**src/rtl/ringtdc_pkg.sv**
```systemverilog
package ringtdc_pkg;

   typedef enum logic [1:0] {
      MEAS_IDLE  = 2'd0,
      MEAS_ARMED = 2'd1,
      MEAS_FIN   = 2'd2
   } meas_state_e;

   function automatic int unsigned idx_width(input int unsigned n);
      return (n > 1) ? $clog2(n) : 1;
   endfunction

endpackage

```
**src/rtl/ringtdc_tap_enc.sv**
```systemverilog
module ringtdc_tap_enc #(
   parameter int unsigned NSTAGE = 32,
   localparam int unsigned SW = $clog2(NSTAGE)
) (
   input  logic [NSTAGE-1:0] taps_i,
   output logic [SW-1:0]     pos_o
);

   logic [NSTAGE-1:0] edge_v;

   // mark every stage that disagrees with the first stage
   assign edge_v[0] = 1'b0;
   for (genvar g = 1; g < NSTAGE; g++) begin : g_diff
      assign edge_v[g] = taps_i[g] ^ taps_i[0];
   end

   // lowest disagreeing stage wins: scan downward so it is written last
   always_comb begin
      pos_o = '0;
      for (int i = NSTAGE - 1; i >= 1; i--) begin
         if (edge_v[i]) pos_o = SW'(i);
      end
   end

endmodule

```
**src/rtl/ringtdc_cal.sv**
```systemverilog
module ringtdc_cal #(
   parameter int unsigned SW       = 5,
   parameter int unsigned CAL_LAPW = 14,
   localparam int unsigned CALW    = CAL_LAPW + SW
) (
   input  logic            clk,
   input  logic            rst_n,
   input  logic            lap_tick_i,
   input  logic [SW-1:0]   pos_i,
   input  logic            ref_i,
   output logic [CALW-1:0] cal_o,
   output logic            cal_vld_o
);

   logic [CAL_LAPW-1:0] lap_q, lap_nxt;
   logic [CALW-1:0]     stamp, prev_stamp;
   logic                ref_d, primed, ref_rise;

   assign lap_nxt  = lap_q + CAL_LAPW'(lap_tick_i);
   assign stamp    = {lap_nxt, pos_i};
   assign ref_rise = ref_i & ~ref_d;

   always_ff @(posedge clk or negedge rst_n) begin
      if (!rst_n) begin
         lap_q      <= '0;
         ref_d      <= 1'b0;
         primed     <= 1'b0;
         prev_stamp <= '0;
         cal_o      <= '0;
         cal_vld_o  <= 1'b0;
      end else begin
         lap_q <= lap_nxt;
         ref_d <= ref_i;
         if (ref_rise) begin
            prev_stamp <= stamp;
            primed     <= 1'b1;
            if (primed) begin
               cal_o     <= stamp - prev_stamp;
               cal_vld_o <= 1'b1;
            end
         end
      end
   end

endmodule

```
**src/rtl/ringtdc_hit_ctrl.sv**
```systemverilog
module ringtdc_hit_ctrl
   import ringtdc_pkg::*;
#(
   parameter int unsigned SW    = 5,
   parameter int unsigned LAPW  = 7,
   parameter int unsigned NHITS = 4,
   localparam int unsigned CODEW = LAPW + SW,
   localparam int unsigned IW    = idx_width(NHITS),
   localparam int unsigned CNTW  = $clog2(NHITS + 1)
) (
   input  logic             clk,
   input  logic             rst_n,
   input  logic             start_i,
   input  logic             hit_i,
   input  logic             lap_tick_i,
   input  logic [SW-1:0]    pos_i,
   input  logic [CODEW-1:0] merge_win_i,
   output logic [CODEW-1:0] hit_code_o,
   output logic [IW-1:0]    hit_idx_o,
   output logic             hit_vld_o,
   output logic             done_o,
   output logic [CNTW-1:0]  hit_count_o,
   output logic [NHITS-1:0] slot_vld_o
);

   meas_state_e       state_q;
   logic [LAPW-1:0]   lap_q, lap_nxt;
   logic [CNTW-1:0]   n_q;
   logic [CODEW-1:0]  last_code, code_now, gap;
   logic [NHITS-1:0]  slot_q;
   logic              hit_d, armed, rise, ovf, far, accept, last_slot;

   assign armed     = (state_q == MEAS_ARMED);
   assign lap_nxt   = lap_q + LAPW'(lap_tick_i);
   assign code_now  = {lap_nxt, pos_i};
   assign gap       = code_now - last_code;
   assign rise      = hit_i & ~hit_d;
   assign ovf       = armed & lap_tick_i & (&lap_q);
   assign far       = (n_q == '0) || (gap >= merge_win_i);
   assign accept    = armed & rise & ~ovf & ~start_i & far;
   assign last_slot = (n_q == CNTW'(NHITS - 1));

   always_ff @(posedge clk or negedge rst_n) begin
      if (!rst_n) begin
         state_q    <= MEAS_IDLE;
         lap_q      <= '0;
         n_q        <= '0;
         last_code  <= '0;
         slot_q     <= '0;
         hit_d      <= 1'b0;
         hit_vld_o  <= 1'b0;
         hit_code_o <= '0;
         hit_idx_o  <= '0;
      end else begin
         hit_d     <= hit_i;
         hit_vld_o <= accept;
         if (start_i) begin
            state_q   <= MEAS_ARMED;
            lap_q     <= '0;
            n_q       <= '0;
            slot_q    <= '0;
            last_code <= '0;
         end else if (armed) begin
            lap_q <= lap_nxt;
            if (accept) begin
               hit_code_o                <= code_now;
               hit_idx_o                 <= n_q[IW-1:0];
               slot_q[n_q[IW-1:0]]       <= 1'b1;
               n_q                       <= n_q + 1'b1;
               last_code                 <= code_now;
               if (last_slot) state_q    <= MEAS_FIN;
            end
            if (ovf) state_q <= MEAS_FIN;
         end
      end
   end

   assign done_o      = (state_q == MEAS_FIN);
   assign hit_count_o = n_q;
   assign slot_vld_o  = slot_q;

endmodule

```
**src/rtl/ringtdc_multihit.sv**
```systemverilog
module ringtdc_multihit
   import ringtdc_pkg::*;
#(
   parameter int unsigned NSTAGE   = 32,
   parameter int unsigned LAPW     = 7,
   parameter int unsigned NHITS    = 4,
   parameter int unsigned CAL_LAPW = 14,
   localparam int unsigned SW    = $clog2(NSTAGE),
   localparam int unsigned CODEW = LAPW + SW,
   localparam int unsigned IW    = idx_width(NHITS),
   localparam int unsigned CNTW  = $clog2(NHITS + 1),
   localparam int unsigned CALW  = CAL_LAPW + SW
) (
   input  logic              clk,
   input  logic              rst_n,
   input  logic              start_i,
   input  logic              hit_i,
   input  logic [CODEW-1:0]  merge_win_i,
   input  logic [NSTAGE-1:0] ring_taps_i,
   input  logic              lap_tick_i,
   input  logic              ref_i,
   output logic [CODEW-1:0]  hit_code_o,
   output logic [IW-1:0]     hit_idx_o,
   output logic              hit_vld_o,
   output logic              done_o,
   output logic [CNTW-1:0]   hit_count_o,
   output logic [NHITS-1:0]  slot_vld_o,
   output logic [CALW-1:0]   cal_o,
   output logic              cal_vld_o
);

   // elaboration checks on the parameter set
   if (NSTAGE < 2 || NSTAGE != (1 << SW)) begin : g_bad_nstage
      $error("ring stage count must be a power of two of at least 2");
   end
   if (NHITS < 1) begin : g_bad_nhits
      $error("at least one hit slot is required");
   end
   if (CAL_LAPW < LAPW) begin : g_bad_cal
      $error("calibration lap counter narrower than measurement lap counter");
   end

   logic [SW-1:0] tap_pos;

   ringtdc_tap_enc #(.NSTAGE(NSTAGE)) u_enc (
      .taps_i (ring_taps_i),
      .pos_o  (tap_pos)
   );

   ringtdc_hit_ctrl #(.SW(SW), .LAPW(LAPW), .NHITS(NHITS)) u_ctrl (
      .clk         (clk),
      .rst_n       (rst_n),
      .start_i     (start_i),
      .hit_i       (hit_i),
      .lap_tick_i  (lap_tick_i),
      .pos_i       (tap_pos),
      .merge_win_i (merge_win_i),
      .hit_code_o  (hit_code_o),
      .hit_idx_o   (hit_idx_o),
      .hit_vld_o   (hit_vld_o),
      .done_o      (done_o),
      .hit_count_o (hit_count_o),
      .slot_vld_o  (slot_vld_o)
   );

   ringtdc_cal #(.SW(SW), .CAL_LAPW(CAL_LAPW)) u_cal (
      .clk        (clk),
      .rst_n      (rst_n),
      .lap_tick_i (lap_tick_i),
      .pos_i      (tap_pos),
      .ref_i      (ref_i),
      .cal_o      (cal_o),
      .cal_vld_o  (cal_vld_o)
   );

endmodule

```
**config.mk**
```make
export PLATFORM = sky130hd
export DESIGN_NAME = ringtdc_multihit
export DESIGN_NICKNAME = d
export VERILOG_FILES = /design/src/rtl/ringtdc_pkg.sv /design/src/rtl/ringtdc_tap_enc.sv /design/src/rtl/ringtdc_cal.sv /design/src/rtl/ringtdc_hit_ctrl.sv /design/src/rtl/ringtdc_multihit.sv
export SDC_FILE = /design/constraint.sdc
export NUM_CORES = 1
export LEC_CHECK = 0
export BUFFER_PORTS_ARGS = -buffer_cell sky130_fd_sc_hd__clkbuf_2
export CORE_UTILIZATION = 45
export CTS_CLUSTER_DIAMETER = 50
export DETAILED_ROUTE_END_ITERATION = 10
export PLACE_DENSITY = 0.72
export SYNTH_ARGS = -nofsm -noshare
export SYNTH_HDL_FRONTEND = slang
export SYNTH_HIERARCHICAL = 1
export SYNTH_SLANG_ARGS = --single-unit
export TNS_END_PERCENT = 1
```
**constraint.sdc**
```tcl
create_clock -name clk -period 4.4 [get_ports clk]
set_clock_uncertainty 0.05 [all_clocks]
set_input_delay 0.22 -clock clk [delete_from_list [all_inputs] [get_ports clk]]
set_output_delay 0.22 -clock clk [all_outputs]
set_load 0.01 [all_outputs]
```
## Yosys cells after proc, flatten, opt, wreduce, memory -nomap -nowiden

Cells that the tools add are included.

- $add $sub $neg: 5
- Magnitude comparators: 3
- Equality and inequality tests: 3
- Multiplexer cells: 49
- Bitwise gates (word level): 44
- Reduce and logical (&&, ||, !) cells: 12

Operators with widths:

| kind | number |
|---|---|
| 5-bit two-way mux | 31 |
| 12-bit two-way mux | 3 |
| 1-bit bitwise XOR | 31 |
| 19-bit subtractor | 1 |
| 14-bit by 1-bit adder with 14-bit output | 1 |
| 7-bit two-way mux | 2 |
| 12-bit >= comparator | 1 |
| 4-bit two-way mux | 3 |
| 12-bit subtractor | 1 |
| 2-bit two-way mux | 5 |
| 3-bit two-way mux | 3 |
| 1-bit AND | 8 |
| 7-bit by 1-bit adder with 7-bit output | 1 |
| 7-bit AND reduction | 1 |
| 3-bit AND reduction | 2 |
| 3-bit nonzero test | 2 |
| 1-bit NOT | 4 |
| 4-bit OR | 1 |
| 2-bit AND reduction | 2 |
| 2-bit nonzero test | 2 |
| 3-bit by 1-bit adder with 3-bit output (second input constant) | 1 |
| 3-bit by 2-bit == test with 1-bit output (second input constant) | 1 |
| 3-bit zero test | 1 |
| 2-bit by 3-bit less-than comparator with 1-bit output (second input constant) | 1 |
| other kinds (7) | 7 |

- Bits in registers: 99

## Longest topological paths before layout

Gate-level depths: netlist (run 1).

- Depth in word-level cells: 40
- Depth in mapped cells: 26
- Depth with buffers taken out: 23

## Hierarchy

The synthesis (run 1) kept the hierarchy.

By module, submodules not included:

| module | instances | cells each | area each (sq um) |
|---|---|---|---|
| ringtdc_cal | 1 | 332 | 3,041.7 |
| ringtdc_hit_ctrl | 1 | 287 | 2,777.7 |
| ringtdc_tap_enc | 1 | 149 | 884.6 |

## Least setup slack after synthesis (run 1)

Ideal clock, no wire load.

- Path type: input-to-reg
- Start point: in ring_taps_i[0]
- End point: reg u_ctrl.hit_code_o[10]
- Library setup time: 119 ps
- Arrival: 4,627 ps
- Data required time: 4,231 ps
- Slack: -396 ps
- Cell stages on the path: 26
- Path buffers: 3
- Cell sequence: buf_6 -> buf_6 -> o211ai_1 -> o31ai_1 -> o211ai_1 -> a21oi_1 -> a311oi_1 -> o22ai_1 -> inv_1 -> ha_1 -> inv_1 -> fa_1 -> a21oi_1 -> o21ai_0 -> a2111oi_0 -> o21bai_1 -> a21oi_1 -> xnor2_1 -> ha_1 -> nand4_1 -> nor2_1 -> or4b_4 -> a41oi_4 -> nor2_4 -> buf_6 -> o21ba_1

- Cells in the longest elaborated chain, start to end: 37
- Elaborated cells on any way between the ends: 67
- Classes of those cells: add/sub: 1; order compare: 1; mux: 31; bitwise: 32; reduce/logical: 2

Ends and longest elaborated chain:

| item | line | text |
|---|---|---|
| start, declared | ringtdc_multihit.sv:19 | `input logic [NSTAGE-1:0] ring_taps_i,` |
| 1-bit bitwise XOR | ringtdc_tap_enc.sv:14 | `assign edge_v[g] = taps_i[g] ^ taps_i[0];` |
| 5-bit two-way mux (30 in a row) | ringtdc_tap_enc.sv:21 | `if (edge_v[i]) pos_o = SW'(i);` |
| 5-bit two-way mux * | ringtdc_tap_enc.sv:21 |  |
| named net tap_pos[0] | ringtdc_multihit.sv:43 | `logic [SW-1:0] tap_pos;` |
| 12-bit subtractor * | ringtdc_hit_ctrl.sv:36 | `assign gap = code_now - last_code;` |
| 12-bit >= comparator * | ringtdc_hit_ctrl.sv:39 | `assign far = (n_q == '0) \|\| (gap >= merge_win_i);` |
| 1-bit logical OR * | ringtdc_hit_ctrl.sv:39 |  |
| 1-bit AND * | ringtdc_hit_ctrl.sv:40 | `assign accept = armed & rise & ~ovf & ~start_i & far;` |
| 3-bit AND reduction (no line) * | - |  |
| end signal, assigned | ringtdc_hit_ctrl.sv:66 | `hit_code_o <= code_now;` |
| end, declared | ringtdc_hit_ctrl.sv:18 | `output logic [CODEW-1:0] hit_code_o,` |

Mark *: on every way through the listed nets, which the timed path passes. The rest lies on a longest branch.
A chain may end at the register's enable or synchronous reset.

## Worst setup path in the final report (run 1)

- Start point: in ring_taps_i[0]
- End point: reg u_ctrl.hit_code_o[1]

Same word-level chain as after synthesis.

==> results of run 1 <==
==> kinds of logic after synthesis <==
family | count (synthesis) | share of synthesized area
simple gates | 260 | 0.192
fa+ha+maj | 54 | 0.103
mux | 3 | 0.00485
flops | 99 | 0.370
compound gates | 211 | 0.213
xor+xnor | 44 | 0.0575
buf+inv | 97 | 0.0601
==> synth_stat cells (all sizes together), types with 3 or more instances <==
library cell / count
nor3: 20
o2111ai: 3
buf: 9
a221oi: 3
a211oi: 4
o211ai: 5
a22o: 4
dfrtp: 99
o21ai: 69
o21a: 4
clkbuf: 17
inv: 71
nor2b: 10
nor4: 4
nand2b: 16
nand3: 35
or4: 5
o31ai: 18
nand2: 86
xor2: 19
o22ai: 3
or3: 5
nor2: 41
a31oi: 4
xnor2: 25
nand4: 18
a21oi: 53
a21boi: 3
a21o: 10
and3: 8
o21bai: 6
ha: 52
==> worst max-delay path, cell delays in order <==
cell and delay [ns]:
buf_12 0.13, o211ai_1 0.22, o31ai_2 0.12, o211ai_1 0.10, a21oi_1 0.08, a311oi_2 0.31, o22ai_2 0.13, inv_1 0.08
ha_2 0.18, inv_2 0.04, fa_2 0.34, a21oi_2 0.18, o21ai_2 0.08, a2111oi_2 0.38, o21bai_1 0.12, a21oi_1 0.17
xnor2_1 0.10, ha_1 0.30, nand4_1 0.12, nor2_1 0.08, or4b_4 0.55, a41oi_4 0.24, nor2_4 0.12, buf_12 0.18
o21ai_0 0.20
==> where the power goes <==
part	leakage, nW	internal, mW	total [mW]	switching, mW
sequential	1.28	1.08	1.18	0.106
clock	0.156	0.489	0.820	0.331
combinational	2.61	0.697	1.65	0.953
==> how the worst max path moves through the flow <==
stage                              start  slack (ns)  depth (start not counted)                     to
after floorplan           ring_taps_i[0]       -0.20                         26  u_ctrl/hit_code_o[10]
after global placement    ring_taps_i[0]       -0.67                         24    u_ctrl/last_code[7]
after detailed placement  ring_taps_i[0]       -0.74                         23   u_ctrl/hit_code_o[3]
after CTS                 ring_taps_i[6]       -0.15                         25    u_ctrl/last_code[2]
after global routing      ring_taps_i[0]       -0.43                         25   u_ctrl/hit_code_o[1]
final                     ring_taps_i[0]       -0.20                         25   u_ctrl/hit_code_o[1]
==> registers in the layout, indices dropped and copies added (netlist names) <==
| register | flops |
|---|---|
| u_cal/cal_o | 19 |
| u_cal/cal_vld_o | 1 |
| u_cal/lap_q | 14 |
| u_cal/prev_stamp | 19 |
| u_cal/primed | 1 |
| u_cal/ref_d | 1 |
| u_ctrl/hit_code_o | 12 |
| u_ctrl/hit_count_o | 3 |
| u_ctrl/hit_d | 1 |
| u_ctrl/hit_idx_o | 2 |
| u_ctrl/hit_vld_o | 1 |
| u_ctrl/lap_q | 7 |
| u_ctrl/last_code | 12 |
| u_ctrl/slot_vld_o | 4 |
| u_ctrl/state_q | 2 |
==> stage by stage <==
step / worst slack (ns) / instances
after floorplan: -0.198 / 768
after global placement: -0.673 / 1086
after detailed placement: -0.740 / 1086
after CTS: -0.146 / 1110
after global routing: -0.434 / 1115
final: -0.195 / 1115
==> final cells by class <==
| type | instances | area (um2) | share of cell area |
|---|---|---|---|
| repair buffers | 173 | 1140 | 0.136 |
| inverters | 71 | 267 | 0.0318 |
| clock inverters | 3 | 43.8 | 0.00522 |
| multi-input cells | 572 | 3960 | 0.472 |
| flip-flops and latches | 99 | 2480 | 0.296 |
| clock buffers | 13 | 270 | 0.0322 |
| well taps | 184 | 230 | 0.0275 |
==> metal layers <==
metal / vias to the layer above / share of wire
li1: 3050 / -
met2: 173 / 0.48
met4: 0 / 0.016
met5: - / 0
met1: 2893 / 0.46
met3: 26 / 0.040
==> repair_timing <==
action,4_1_cts,5_1_grt
gates resized for setup,17,18
pin swaps,10,16
setup buffers,5,4
hold buffers,3,0
hold endpoints to repair,63,0
setup endpoints to repair,36,36
gates cloned,0,1
==> impl_metrics.csv, run 1 <==
group,metric,value,unit
yosys,synth_top_area_frac,0.370,
finish,final_cell_mix,"dfrtp_1 (99), clkbuf_2 (88), nand2_1 (86)",
timing,finalSetupTns,-4.25,ns
clock_network,h-tree-depth,3,
critical_path,path_class,"in -> reg",
floorplanning,fp.dieArea,15400,um2
clock_network,cts_buffers,9,
floorplanning,rows,44,
timing,slew_headroom,0.255,
detailed_routing,drt-wirelength-per-cell,14.6,um
yosys,ys_ff_latch,99,
min_path,holdPathEnd,"u_cal/lap_q[0]",
timing,worst_pin_slew,1.11,ns
place,dp_hpwl,11.7,mm
finish,syn2layout_area_growth,25.0,%
floorplanning,io_pins,93,
detailed_routing,wirelength,16.3,mm
yosys,synth_cells,768,
yosys,synth_area_leaders,"dfrtp_1 (37%), ha_1 (9.7%), nand2_1 (4.8%)",
timing,hold_viol,0,
yosys,synth-edff-count,0,
clock_network,clkTransAtPathRegs,0.06,ns
timing,finalSetupViolCount,36,
timing,fin_ws,-0.195,ns
timing,fmax,218,MHz
critical_path,path_max_fanout,21,
clock_network,clk_path_buf_depth,2,
timing,min_period_over_period,1.04,
global_route,grt_busiest_layer,"met2",
yosys,synthesis.area,6700,um2
place,placed_area,7800,um2
global_route,grt_antenna_before_repair,0,
place,place_congestion,0.862,
timing,whs,0.240,ns
detailed_routing,route.detailed.drc,0,
min_path,min_from,"lap_tick_i",
detailed_routing,firstDrtPassIters,5,
global_route,gr-total-overflow,0,
finish,fill_cells,1299,
global_route,met1_usage,0.283,
timing,period_minus_slack,4.60,ns
critical_path,arrival,4.79,ns
critical_path,r2r_slack,0.07,ns
clock_network,clockRootBuffer,"clkbuf_16",
detailed_routing,vias_per_cell,5.51,
min_path,hold_class,"in -> reg",
power_and_ir_drop,ir_drop,0.000259,V
yosys,syn_nets,872,
power_and_ir_drop,power_density,436,nW/um2
timing,slew_violations,0,
power_and_ir_drop,power.leakage,4.05,nW
detailed_routing,ant_nets,0,
min_path,hold-path-cell-count,2,
detailed_routing,vias,6142,
floorplanning,core,14500,um2
critical_path,cp.required,4.59,ns
finish,nets,1030,
global_route,use_met3,0.0311,
global_route,grt_pass1_vias,5769,
yosys,yosysSeqAreaShare,0.370,
finish,design_area,8380,um2
clock_network,cts_tree,"done",
floorplanning,die_x,124,um
flow_run,cap_violations,0,
global_route,grt_max_degree,63,
timing,rsz0062_at_grt,"true",
yosys,synth_area_leader_cell,"dfrtp_1",
global_route,grt_pass1_wl,26.5,mm
yosys,ys.flop_type,"dfrtp_1",
power_and_ir_drop,finalPower,3.65,mW
yosys,synth_area_per_cell,8.73,um2
finish,post_route_cells_drive_above_1_share,0.258,
floorplanning,initial_core_util,0.461,
global_route,use_met2,0.369,
clock_network,worstSkewPairLatency,0.34,ns
place,portBuffers,92,
critical_path,r2r.worst_path.cells,17,
finish,final_util,0.577,
floorplanning,fp.dieH,124,um
critical_path,start_kind,"input port",
critical_path,reg2reg_to,"u_ctrl/hit_code_o[1]",
finish,n_antenna_cell,0,
yosys,yosys.cell_types.count,75,
yosys,async_flop_share,1.00,
yosys,synth_warnings,6,
status,status,"finished with violations",
detailed_routing,initialDrtViolationCount,274,
finish,layout_commonest_cell,"dfrtp_1",
global_route,track_usage,0.218,
status,violations,"setup timing",
critical_path,end_kind,"flop",
critical_path,timing.rr.start,"u_ctrl/lap_q[0]",
clock_network,cts_sinks,99,
Power figures use the tool's default switching activity.
==> inputs of run 2 (changes only) <==
Settings changed: ABC_AREA set to 1.
==> run 2 against run 1 <==
The flow now finishes without violations. Die area grew 3.6%. Synthesized area grew 3.6%. Critical path depth grew 22. Sequential share of layout area grew 0.75 points. Final area shrank 2.5%. Synthesized cell count grew 18%. First-iteration DRC count grew 29%. Maximum frequency grew 16%. Count of clock-buffer cells in the layout shrank 4. Highest routed layer unchanged.
==> impl_metrics.csv, run 2 <==
group,metric,value,unit
place,place_congestion,0.839,
yosys,synth_cells,908,
yosys,synth_top_area_frac,0.357,
power_and_ir_drop,swShare,0.416,
critical_path,worst_path_max_delay_cell,"fa_2",
place,placed_area,7720,um2
finish,post_route_cells_drive_above_1_share,0.200,
timing,period_minus_slack,3.96,ns
timing,finalSetupTns,0,ns
yosys,yosys.cell_types.count,52,
power_and_ir_drop,p_int,2.19,mW
yosys,yosysSeqAreaShare,0.357,
yosys,ys_ff_latch,99,
timing,worst_pin_slew,0.811,ns
min_path,hold-path-cell-count,4,
detailed_routing,drt-wirelength-per-cell,12.5,um
critical_path,reg2reg_to,"u_ctrl/hit_code_o[4]",
timing,rsz0062_at_grt,"true",
critical_path,r2r.worst_path.cells,21,
clock_network,clockRootBuffer,"clkbuf_16",
critical_path,path_class,"in -> reg",
detailed_routing,vias,5967,
global_route,track_usage,0.201,
yosys,synth_area_leaders,"dfrtp_1 (36%), nand2_1 (15%), ha_1 (9.4%)",
power_and_ir_drop,finalPower,3.76,mW
place,dp_hpwl,11.7,mm
critical_path,crit_top_cell,"nand2_1",
flow_run,cap_violations,0,
yosys,synth_warnings,6,
clock_network,cts_tree,"done",
finish,n_antenna_cell,0,
critical_path,arrival,4.15,ns
clock_network,clk_path_buf_depth,2,
critical_path,r2r_slack,0.67,ns
power_and_ir_drop,p_clk_frac,0.213,
finish,design_area,8170,um2
floorplanning,fp.dieArea,15900,um2
yosys,synthesis.area,6950,um2
detailed_routing,initialDrtViolationCount,354,
finish,fin_cells,1217,
finish,final_util,0.540,
place,placed_cells,1196,
power_and_ir_drop,power_frac_comb,0.471,
floorplanning,initial_core_util,0.459,
detailed_routing,ant_nets,0,
critical_path,timing.rr.start,"u_ctrl/lap_q[0]",
timing,min_period_over_period,0.900,
power_and_ir_drop,power_density,460,nW/um2
yosys,synth_most_common_cell,"nand2_1",
clock_network,cts_buffers,9,
floorplanning,rows,45,
place,portBuffers,92,
global_route,grt_pass1_wl,25.9,mm
floorplanning,fp.dieH,126,um
detailed_routing,firstDrtPassIters,5,
power_and_ir_drop,power_frac_seq,0.316,
timing,fmax,253,MHz
detailed_routing,route.detailed.drc,0,
min_path,hold_class,"in -> reg",
finish,final_cell_mix,"nand2_1 (281), inv_1 (120), dfrtp_1 (99)",
detailed_routing,vias_per_cell,4.90,
timing,hold_viol,0,
timing,whs,0.150,ns
global_route,grt_antenna_before_repair,0,
finish,layout_commonest_cell,"nand2_1",
critical_path,start_kind,"input port",
min_path,min_from,"start_i",
floorplanning,io_pins,93,
global_route,gr-total-overflow,0,
timing,slew_headroom,0.453,
detailed_routing,wirelength,15.2,mm
global_route,grt_max_degree,62,
timing,slew_violations,0,
status,status,"finished, final reports clean",
critical_path,slowest_delay,0.42,ns
yosys,synth.cells.most_frequent,"nand2_1 (283), inv_1 (123), dfrtp_1 (99)",
timing,fin_ws,0.441,ns
min_path,holdPathEnd,"u_ctrl/lap_q[6]",
place,place_ws,-0.0811,ns
power_and_ir_drop,ir_drop,0.000274,V
clock_network,h-tree-depth,3,
critical_path,path_max_fanout,10,
floorplanning,die_x,126,um
floorplanning,core,15100,um2
clock_network,cts_sinks,99,
clock_network,clkTransAtPathRegs,0.07,ns
global_route,grt_pass1_vias,5607,
critical_path,cp.required,4.59,ns
yosys,ys.flop_type,"dfrtp_1",
finish,top_regs,"u_cal/cal_o: 19 flops, u_cal/prev_stamp: 19 flops, u_cal/lap_q: 14 flops",
finish,nets,1128,
yosys,synth_area_per_cell,7.65,um2
yosys,async_flop_share,1.00,
finish,syn2layout_area_growth,17.6,%
power_and_ir_drop,p_sw,1.57,mW
critical_path,end_kind,"flop",
yosys,synth-edff-count,0,
power_and_ir_drop,power.leakage,4.41,nW
timing,finalSetupViolCount,0,
yosys,synth_area_leader_cell,"dfrtp_1",
yosys,syn_nets,1012,
clock_network,worstSkewPairLatency,0.35,ns
-- run 2: how the worst max path moves through the flow --
stage / cells past startpoint / startpoint / end / slack (ns)
finish: 47 / ring_taps_i[0] / u_ctrl/last_code[11] / 0.44
global route: 47 / ring_taps_i[0] / u_ctrl/hit_code_o[6] / -0.12
CTS: 46 / ring_taps_i[0] / u_ctrl/last_code[1] / 0.30
detailed placement: 46 / ring_taps_i[0] / u_ctrl/last_code[1] / -0.08
global placement: 46 / ring_taps_i[0] / u_ctrl/last_code[1] / -0.01
floorplan: 47 / ring_taps_i[0] / u_ctrl/slot_vld_o[3] / 0.23
-- run 2: metal layers --
layer,routed length [um],part of all wire,global-route usage
met1,7330,0.48,0.267
met2,7240,0.48,0.339
met3,495,0.033,0.0404
met4,95,0.0063,0.0404
met5,0,0,0
-- run 2: logic make-up after synthesis --
family	Yosys count	share of synthesized area
compound gates	113	0.0958
xor+xnor	53	0.0717
fa+ha+maj	54	0.0994
buf+inv	145	0.0882
flops	99	0.357
simple gates	444	0.288
-- run 2: what timing repair did --
action / CTS / global route
setup endpoints to repair: 0 / 36
endpoints found under the hold margin: 62 / 0
setup buffers: 0 / 2
hold buffers: 3 / 0
resized for setup: 0 / 29
-- run 2: critical path: cells and delay by family --
kind | cells | cell delay, ns
AOI/OAI and AO/OA | 2 | 0.20
xor gates and xnor gates | 2 | 0.29
adders and majority gates | 3 | 0.81
buffers and inverters | 7 | 0.65
and+or+nand+nor | 33 | 1.94
-- run 2: area by class of cell --
class,count,area [um2]
clock inverter,7,76.3
inverter,128,493
timing repair buffer,122,729
clock buffer,9,225
multi-input combinational,664,3940
tap,188,235
sequential,99,2480
fill,1443,6970
-- run 2: power by group through the flow --
stage / registers, mW / clock network (mW) / logic [mW]
after floorplan: 1.23 / 0 / 1.25
after global placement: 1.20 / 0 / 1.70
after detailed placement: 1.20 / 0 / 1.74
after CTS: 1.19 / 0.829 / 1.76
after global routing: 1.21 / 0.862 / 2.03
final: 1.19 / 0.803 / 1.77
